### config.mk
export PLATFORM = sky130hd
export DESIGN_NAME = avec_move_decode
export DESIGN_NICKNAME = d
export VERILOG_FILES = /design/src/rtl/avm_pkg.sv /design/src/rtl/avm_hdr_scan.sv /design/src/rtl/avm_opnd_len.sv /design/src/rtl/avec_move_decode.sv
export SDC_FILE = /design/constraint.sdc
export NUM_CORES = 1
export LEC_CHECK = 0
export BUFFER_PORTS_ARGS = -buffer_cell sky130_fd_sc_hd__buf_2
export CAP_MARGIN = 5
export CORE_ASPECT_RATIO = 0.5
export CORE_UTILIZATION = 25
export DETAILED_ROUTE_END_ITERATION = 12
export PLACE_DENSITY = 0.61
export SLEW_MARGIN = 10
export SYNTH_ARGS = -nofsm -noshare
export SYNTH_HDL_FRONTEND = slang
export SYNTH_SLANG_ARGS = --single-unit
export TNS_END_PERCENT = 100
### constraint.sdc
create_clock -name clk -period 1.05 [get_ports clk]
set_clock_uncertainty 0.2 [all_clocks]
set_input_delay 0.21 -clock clk [delete_from_list [all_inputs] [get_ports clk]]
set_output_delay 0.21 -clock clk [all_outputs]
set_load 0.01 [all_outputs]
### src/rtl/avm_pkg.sv
package avm_pkg;

    localparam int BYTE_W   = 8;
    localparam int REG_W    = 4;
    localparam int LEN_W    = 4;
    localparam int IDX_W    = 3;

    localparam logic [7:0] B_OPSIZE   = 8'h66;
    localparam logic [7:0] B_ESCAPE   = 8'h0F;
    localparam logic [7:0] B_VPFX2    = 8'hC5;
    localparam logic [7:0] B_VPFX3    = 8'hC4;
    localparam logic [7:0] B_OP_LOAD  = 8'h6F;
    localparam logic [7:0] B_OP_STORE = 8'h7F;
    localparam logic [4:0] MAP_0F     = 5'b00001;
    localparam logic [1:0] PP_OPSIZE  = 2'b01;
    localparam logic [3:0] VV_UNUSED  = 4'b1111;

    typedef enum logic [1:0] {
        FORM_NONE   = 2'd0,
        FORM_LEGACY = 2'd1,
        FORM_VPFX2  = 2'd2,
        FORM_VPFX3  = 2'd3
    } form_e;

    typedef struct packed {
        logic             vld;
        logic             store;
        logic             wide;
        logic             zero_upper;
        logic [REG_W-1:0] reg_idx;
        logic             rm_is_reg;
        logic [1:0]       mod;
        logic [REG_W-1:0] rm_idx;
        logic             undef;
        logic             unrec;
        logic [LEN_W-1:0] len;
    } dec_s;

endpackage

### src/rtl/avm_hdr_scan.sv
module avm_hdr_scan
    import avm_pkg::*;
#(
    parameter int WIN_BYTES = 8
) (
    input  logic [WIN_BYTES*BYTE_W-1:0] win_i,
    input  logic                        mode64_i,
    output form_e                       form_o,
    output logic [LEN_W-1:0]            hdr_len_o,
    output logic                        ext_r_o,
    output logic                        ext_b_o,
    output logic [3:0]                  vv_raw_o,
    output logic                        wide_o,
    output logic                        hdr_ok_o
);

    logic [BYTE_W-1:0] byt [WIN_BYTES];

    for (genvar g = 0; g < WIN_BYTES; g++) begin : g_unpack
        assign byt[g] = win_i[g*BYTE_W +: BYTE_W];
    end

    logic short_ok;
    assign short_ok = mode64_i || (byt[1][7:6] == 2'b11);

    always_comb begin
        form_o    = FORM_NONE;
        hdr_len_o = '0;
        ext_r_o   = 1'b0;
        ext_b_o   = 1'b0;
        vv_raw_o  = VV_UNUSED;
        wide_o    = 1'b0;
        hdr_ok_o  = 1'b0;
        if (byt[0] == B_OPSIZE) begin
            form_o = FORM_LEGACY;
            if (mode64_i && byt[1][7:4] == 4'h4) begin
                hdr_len_o = LEN_W'(5);
                ext_r_o   = byt[1][2];
                ext_b_o   = byt[1][0];
                hdr_ok_o  = (byt[2] == B_ESCAPE);
            end else begin
                hdr_len_o = LEN_W'(4);
                hdr_ok_o  = (byt[1] == B_ESCAPE);
            end
        end else if (byt[0] == B_VPFX2 && short_ok) begin
            form_o    = FORM_VPFX2;
            hdr_len_o = LEN_W'(4);
            ext_r_o   = mode64_i & ~byt[1][7];
            vv_raw_o  = byt[1][6:3];
            wide_o    = byt[1][2];
            hdr_ok_o  = (byt[1][1:0] == PP_OPSIZE);
        end else if (byt[0] == B_VPFX3 && short_ok) begin
            form_o    = FORM_VPFX3;
            hdr_len_o = LEN_W'(5);
            ext_r_o   = mode64_i & ~byt[1][7];
            ext_b_o   = mode64_i & ~byt[1][5];
            vv_raw_o  = byt[2][6:3];
            wide_o    = byt[2][2];
            hdr_ok_o  = (byt[1][4:0] == MAP_0F) && (byt[2][1:0] == PP_OPSIZE);
        end
    end

endmodule

### src/rtl/avm_opnd_len.sv
module avm_opnd_len
    import avm_pkg::*;
(
    input  logic [BYTE_W-1:0] sel_i,
    input  logic [BYTE_W-1:0] sib_i,
    output logic [2:0]        extra_o,
    output logic              rm_is_reg_o
);

    logic [1:0] mode;
    logic [2:0] rm;
    assign mode = sel_i[7:6];
    assign rm   = sel_i[2:0];

    always_comb begin
        extra_o     = 3'd0;
        rm_is_reg_o = (mode == 2'b11);
        if (!rm_is_reg_o) begin
            if (rm == 3'd4) begin
                extra_o = 3'd1;
                if (mode == 2'b00 && sib_i[2:0] == 3'd5) extra_o = extra_o + 3'd4;
            end else if (mode == 2'b00 && rm == 3'd5) begin
                extra_o = 3'd4;
            end
            if (mode == 2'b01) extra_o = extra_o + 3'd1;
            if (mode == 2'b10) extra_o = extra_o + 3'd4;
        end
    end

endmodule

### src/rtl/avec_move_decode.sv
module avec_move_decode
    import avm_pkg::*;
#(
    parameter int WIN_BYTES = 8
) (
    input  logic                        clk,
    input  logic                        rst_n,
    input  logic                        valid_i,
    input  logic                        mode64_i,
    input  logic [WIN_BYTES*BYTE_W-1:0] win_i,
    output logic                        out_valid_o,
    output logic                        store_o,
    output logic                        wide_o,
    output logic                        zero_upper_o,
    output logic [REG_W-1:0]            reg_idx_o,
    output logic                        rm_is_reg_o,
    output logic [1:0]                  mod_o,
    output logic [REG_W-1:0]            rm_idx_o,
    output logic                        undef_o,
    output logic                        unrec_o,
    output logic [LEN_W-1:0]            len_o
);

    form_e             form;
    logic [LEN_W-1:0]  hdr_len;
    logic              ext_r, ext_b, hdr_wide, hdr_ok;
    logic [3:0]        vv_raw;

    avm_hdr_scan #(.WIN_BYTES(WIN_BYTES)) u_hdr (
        .win_i     (win_i),
        .mode64_i  (mode64_i),
        .form_o    (form),
        .hdr_len_o (hdr_len),
        .ext_r_o   (ext_r),
        .ext_b_o   (ext_b),
        .vv_raw_o  (vv_raw),
        .wide_o    (hdr_wide),
        .hdr_ok_o  (hdr_ok)
    );

    // opcode sits two bytes before the header end, selector one byte before
    logic [IDX_W-1:0]  op_pos, sel_pos, sib_pos;
    logic [BYTE_W-1:0] op_byte, sel_byte, sib_byte;
    assign op_pos   = hdr_len[IDX_W-1:0] - IDX_W'(2);
    assign sel_pos  = hdr_len[IDX_W-1:0] - IDX_W'(1);
    assign sib_pos  = hdr_len[IDX_W-1:0];
    assign op_byte  = win_i[op_pos  * BYTE_W +: BYTE_W];
    assign sel_byte = win_i[sel_pos * BYTE_W +: BYTE_W];
    assign sib_byte = win_i[sib_pos * BYTE_W +: BYTE_W];

    logic [2:0] extra;
    logic       sel_reg;

    avm_opnd_len u_len (
        .sel_i       (sel_byte),
        .sib_i       (sib_byte),
        .extra_o     (extra),
        .rm_is_reg_o (sel_reg)
    );

    logic known;
    assign known = (form != FORM_NONE) && hdr_ok &&
                   (op_byte == B_OP_LOAD || op_byte == B_OP_STORE);

    dec_s dec_d, dec_q;

    always_comb begin
        dec_d     = dec_q;
        dec_d.vld = valid_i;
        if (valid_i) begin
            dec_d     = '0;
            dec_d.vld = 1'b1;
            if (!known) begin
                dec_d.unrec = 1'b1;
            end else begin
                dec_d.store      = (op_byte == B_OP_STORE);
                dec_d.wide       = hdr_wide;
                dec_d.zero_upper = (form != FORM_LEGACY);
                dec_d.reg_idx    = {ext_r, sel_byte[5:3]};
                dec_d.rm_idx     = {ext_b, sel_byte[2:0]};
                dec_d.mod        = sel_byte[7:6];
                dec_d.rm_is_reg  = sel_reg;
                dec_d.undef      = (form != FORM_LEGACY) && (vv_raw != VV_UNUSED);
                dec_d.len        = hdr_len + LEN_W'(extra);
            end
        end
    end

    always_ff @(posedge clk or negedge rst_n) begin
        if (!rst_n) dec_q <= '0;
        else        dec_q <= dec_d;
    end

    assign out_valid_o  = dec_q.vld;
    assign store_o      = dec_q.store;
    assign wide_o       = dec_q.wide;
    assign zero_upper_o = dec_q.zero_upper;
    assign reg_idx_o    = dec_q.reg_idx;
    assign rm_is_reg_o  = dec_q.rm_is_reg;
    assign mod_o        = dec_q.mod;
    assign rm_idx_o     = dec_q.rm_idx;
    assign undef_o      = dec_q.undef;
    assign unrec_o      = dec_q.unrec;
    assign len_o        = dec_q.len;

    p_unrec_clean_r8: assert property (@(posedge clk) disable iff (!rst_n)
        (out_valid_o && unrec_o) |-> (!undef_o && len_o == '0 && reg_idx_o == '0 && !store_o));

    p_len_range_r10: assert property (@(posedge clk) disable iff (!rst_n)
        (out_valid_o && !unrec_o) |-> (len_o >= LEN_W'(4) && len_o <= LEN_W'(10)));

    p_idle_r11: assert property (@(posedge clk) disable iff (!rst_n)
        !valid_i |=> !out_valid_o);

    p_hold_r11: assert property (@(posedge clk) disable iff (!rst_n)
        !valid_i |=> ($stable(reg_idx_o) && $stable(len_o) && $stable(rm_idx_o)));

    p_legacy_narrow_r2: assert property (@(posedge clk) disable iff (!rst_n)
        (out_valid_o && !unrec_o && !zero_upper_o) |-> (!wide_o && !undef_o));

    p_reg_form_r9: assert property (@(posedge clk) disable iff (!rst_n)
        (out_valid_o && rm_is_reg_o) |-> (mod_o == 2'b11 && len_o <= LEN_W'(5)));

    p_no_ext_r6: assert property (@(posedge clk) disable iff (!rst_n)
        (valid_i && !mode64_i) |=> (!reg_idx_o[3] && !rm_idx_o[3]));

endmodule

==> results.tsv <==
metric	value	unit
fin_nets	376	
startpoint_type	primary input	
ioPinCount	89	
synth_nets	215	
rsz0062_at_grt	yes	
syn-cell-area	0.001483	sq mm
drc	0	
post-dp-hpwl	4120	microns
gp_congestion	0.8277	
cts_tree	yes	
layout_commonest_cell	buf_4	
hold_path.class	primary input to flip-flop	
power.leakage	1.431	nW
num_antenna_cells	0	
grt_pass1_vias	1871	
grt_pass1_wl	8749	microns
clk_pin_slew_worst_paths	0.05	ns
area_delta_synth_final	98.48	%
drive_gt1_share	70.96	%
peakVddDrop	718.3	uV
clk_path_buf_depth	2	
worst_ep_arrival_time	2.59	ns
grt_antenna_before_repair	0	
track_usage	17.33	%
clock-sinks	21	
hold_ws	0.01996	ns
syn_inst	143	
start_util	26.54	%
period_minus_slack	2.609	ns
drtAntennaViolNets	0	
setup_tns	-28.53	ns
p_switching	0.0004954	W
fin_cells	376	
p_comb_share	23.2	%
vias	1823	
crit_chain	buf_6 > nand4bb_4 > or3_4 > a21o_4 > a311oi_2 > o21ai_2 > nor2b_1 > ha_1 > nor2b_4 > ha_4 > ha_4 > inv_2 > o2bb2ai_2	
drt_iter0_markers	41	
maxCapViolations	0	
fp.dieW	110.9	microns
synth_edf_count	0	
syn_area_per_cell	10.37	sq um
hold_violations	0	
cp-end-kind	flip-flop	
worst_ep_required_time	1.03	ns
total_power	0.002083	W
ys_ff_latch	21	
outcome	finished, violations left	
crit_type	primary input to flip-flop	
max_slew.worst_pin.slew	0.3592	ns
relSlewSlack	75.96	%
wirelength	5472	microns
fin_util	52.68	%
drt_pass1_iterations	4	
cell_internal_pwr	0.001588	W
final_cell_mix	71 x buf_4, 70 x buf_2, 21 x dfrtp_1, 15 x buf_6, 8 x o2bb2ai_2	
clockPowerShare	37.8	%
clock.fmax	0.3833	GHz
final_max_slew_viol_count	0	
core_region_area	0.005587	sq mm
swShare	23.78	%
h-tree-depth	1	
clock_latency	0.25	ns
die-area	0.006261	sq mm
yosysSeqAreaShare	35.44	%
rows	19	
via_per_inst	4.848	
async_flop_share	100.0	%
ys.flop_type	dfrtp_1	
grt_max_degree	22	
slowest_stage	or3_4	
power_density	707.9	mW/mm^2
seqPwrFrac	39.0	%
die_h	56.46	microns
root_buffer	clkbuf_16	
violations	negative setup slack	
port_buffers	76	
setup_ws	-1.559	ns
finalCritPeriodShare	248.5	%
path_max_fanout	7	
numCtsBuffers	3	
cp_slowest_stage_delay	0.39	ns
wl_per_cell	14.55	microns
overflow	0	
ys_warn_count	0	
crit_path_frequent_cell	ha_4	
dp_cells	343	
finalSetupViolCount	41	
synthDistinctLibCells	57	
[registers in the layout, summed over array words and instances, names as in the netlist]
name and flops:
unrec_o 1, out_valid_o 1, mod_o 2, store_o 1
rm_is_reg_o 1, reg_idx_o 4, undef_o 1, len_o 4
rm_idx_o 4, wide_o 1, zero_upper_o 1
[routing by layer]
| metal | share of wire (%) | up-vias | GRT usage (%) |
|---|---|---|---|
| met5 | 0 | - | 0 |
| met4 | 1.6 | 0 | 6.286 |
| met3 | 2.2 | 8 | 1.944 |
| met2 | 49 | 23 | 31.14 |
| met1 | 47 | 907 | 21.72 |
| li1 | - | 885 | - |
[power by group through the flow]
stage	combinational, W	sequential (W)	clock [W]
finish	0.000482	0.000812	0.000788
floorplan	0.000127	0.000828	0
detailed placement	0.000414	0.000827	0
global placement	0.000407	0.000827	0
CTS	0.000459	0.000812	0.000793
global route	0.000518	0.000812	0.000845
[cell families after synthesis]
family                   count (synthesis)  synth area share (%)
AO/OA/AOI/OAI                           56                 31.82
multiplexers                             2                 1.435
adder cells (fa/ha/maj)                  4                 3.376
XOR/XNOR                                 1                0.5908
flip-flops                              21                 35.44
AND/OR/NAND/NOR                         46                 22.28
buffers and inverters                   13                 5.064
[critical path, delay by kind of cell]
| family | cells | cell delay [ns] |
|---|---|---|
| simple gates | 4 | 0.86 |
| compound gates | 4 | 0.72 |
| fa+ha+maj | 3 | 0.67 |
| buf+inv | 2 | 0.12 |
[worst paths after layout]
| check | from | endpoint | slack [ns] | cells after the start |
|---|---|---|---|---|
| worst max-delay path | win_i[5] | len_o[1]$_DFFE_PN0P_ | -1.56 | 13 |
| worst min-delay path | valid_i | out_valid_o$_DFF_PN0_ | 0.02 | 2 |
| worst max register to register | store_o$_DFFE_PN0P_ | store_o$_DFFE_PN0P_ | -0.01 | 3 |
| worst min register to register | reg_idx_o[0]$_DFFE_PN0P_ | reg_idx_o[0]$_DFFE_PN0P_ | 0.29 | 1 |
| max in group asynchronous | rst_n | reg_idx_o[2]$_DFFE_PN0P_ | 0.23 | 2 |
| min in group asynchronous | rst_n | len_o[2]$_DFFE_PN0P_ | 0.20 | 2 |
[cell type report]
cell class,instances,area (sq um)
fillers,463,2644
well taps,73,91.34
repair buffers,159,1085
inverters,10,52.55
multi-input cells,109,1110
flip-flops and latches,21,525.5
clock buffers,4,78.83
[stage by stage]
step	instance area [sq um]	worst slack, ns
after detailed placement	2364	-1.942
after global routing	2943	-1.671
after global placement	2364	-1.903
after floorplan	1513	-1.747
after CTS	2780	-1.568
final	2943	-1.559
[Yosys cell counts (4+ instances only)]
cell type | instances | area share (%)
ha_1 | 4 | 3.4
dfrtp_1 | 21 | 35
nor3_1 | 4 | 1.4
o2bb2ai_1 | 15 | 8.9
nand2_1 | 5 | 1.3
inv_1 | 7 | 1.8
o21ai_0 | 6 | 2.0
o22a_2 | 4 | 2.7
nor2_1 | 7 | 1.8
nand4_1 | 4 | 1.7
[repair_timing]
item,4_1_cts,5_1_grt
pin swaps,15,4
hold endpoints to repair,21,0
buffers inserted,16,15
hold buffers,1,0
gates resized for setup,47,14
setup endpoints to repair,41,62
(Power assumes the default switching activity.)
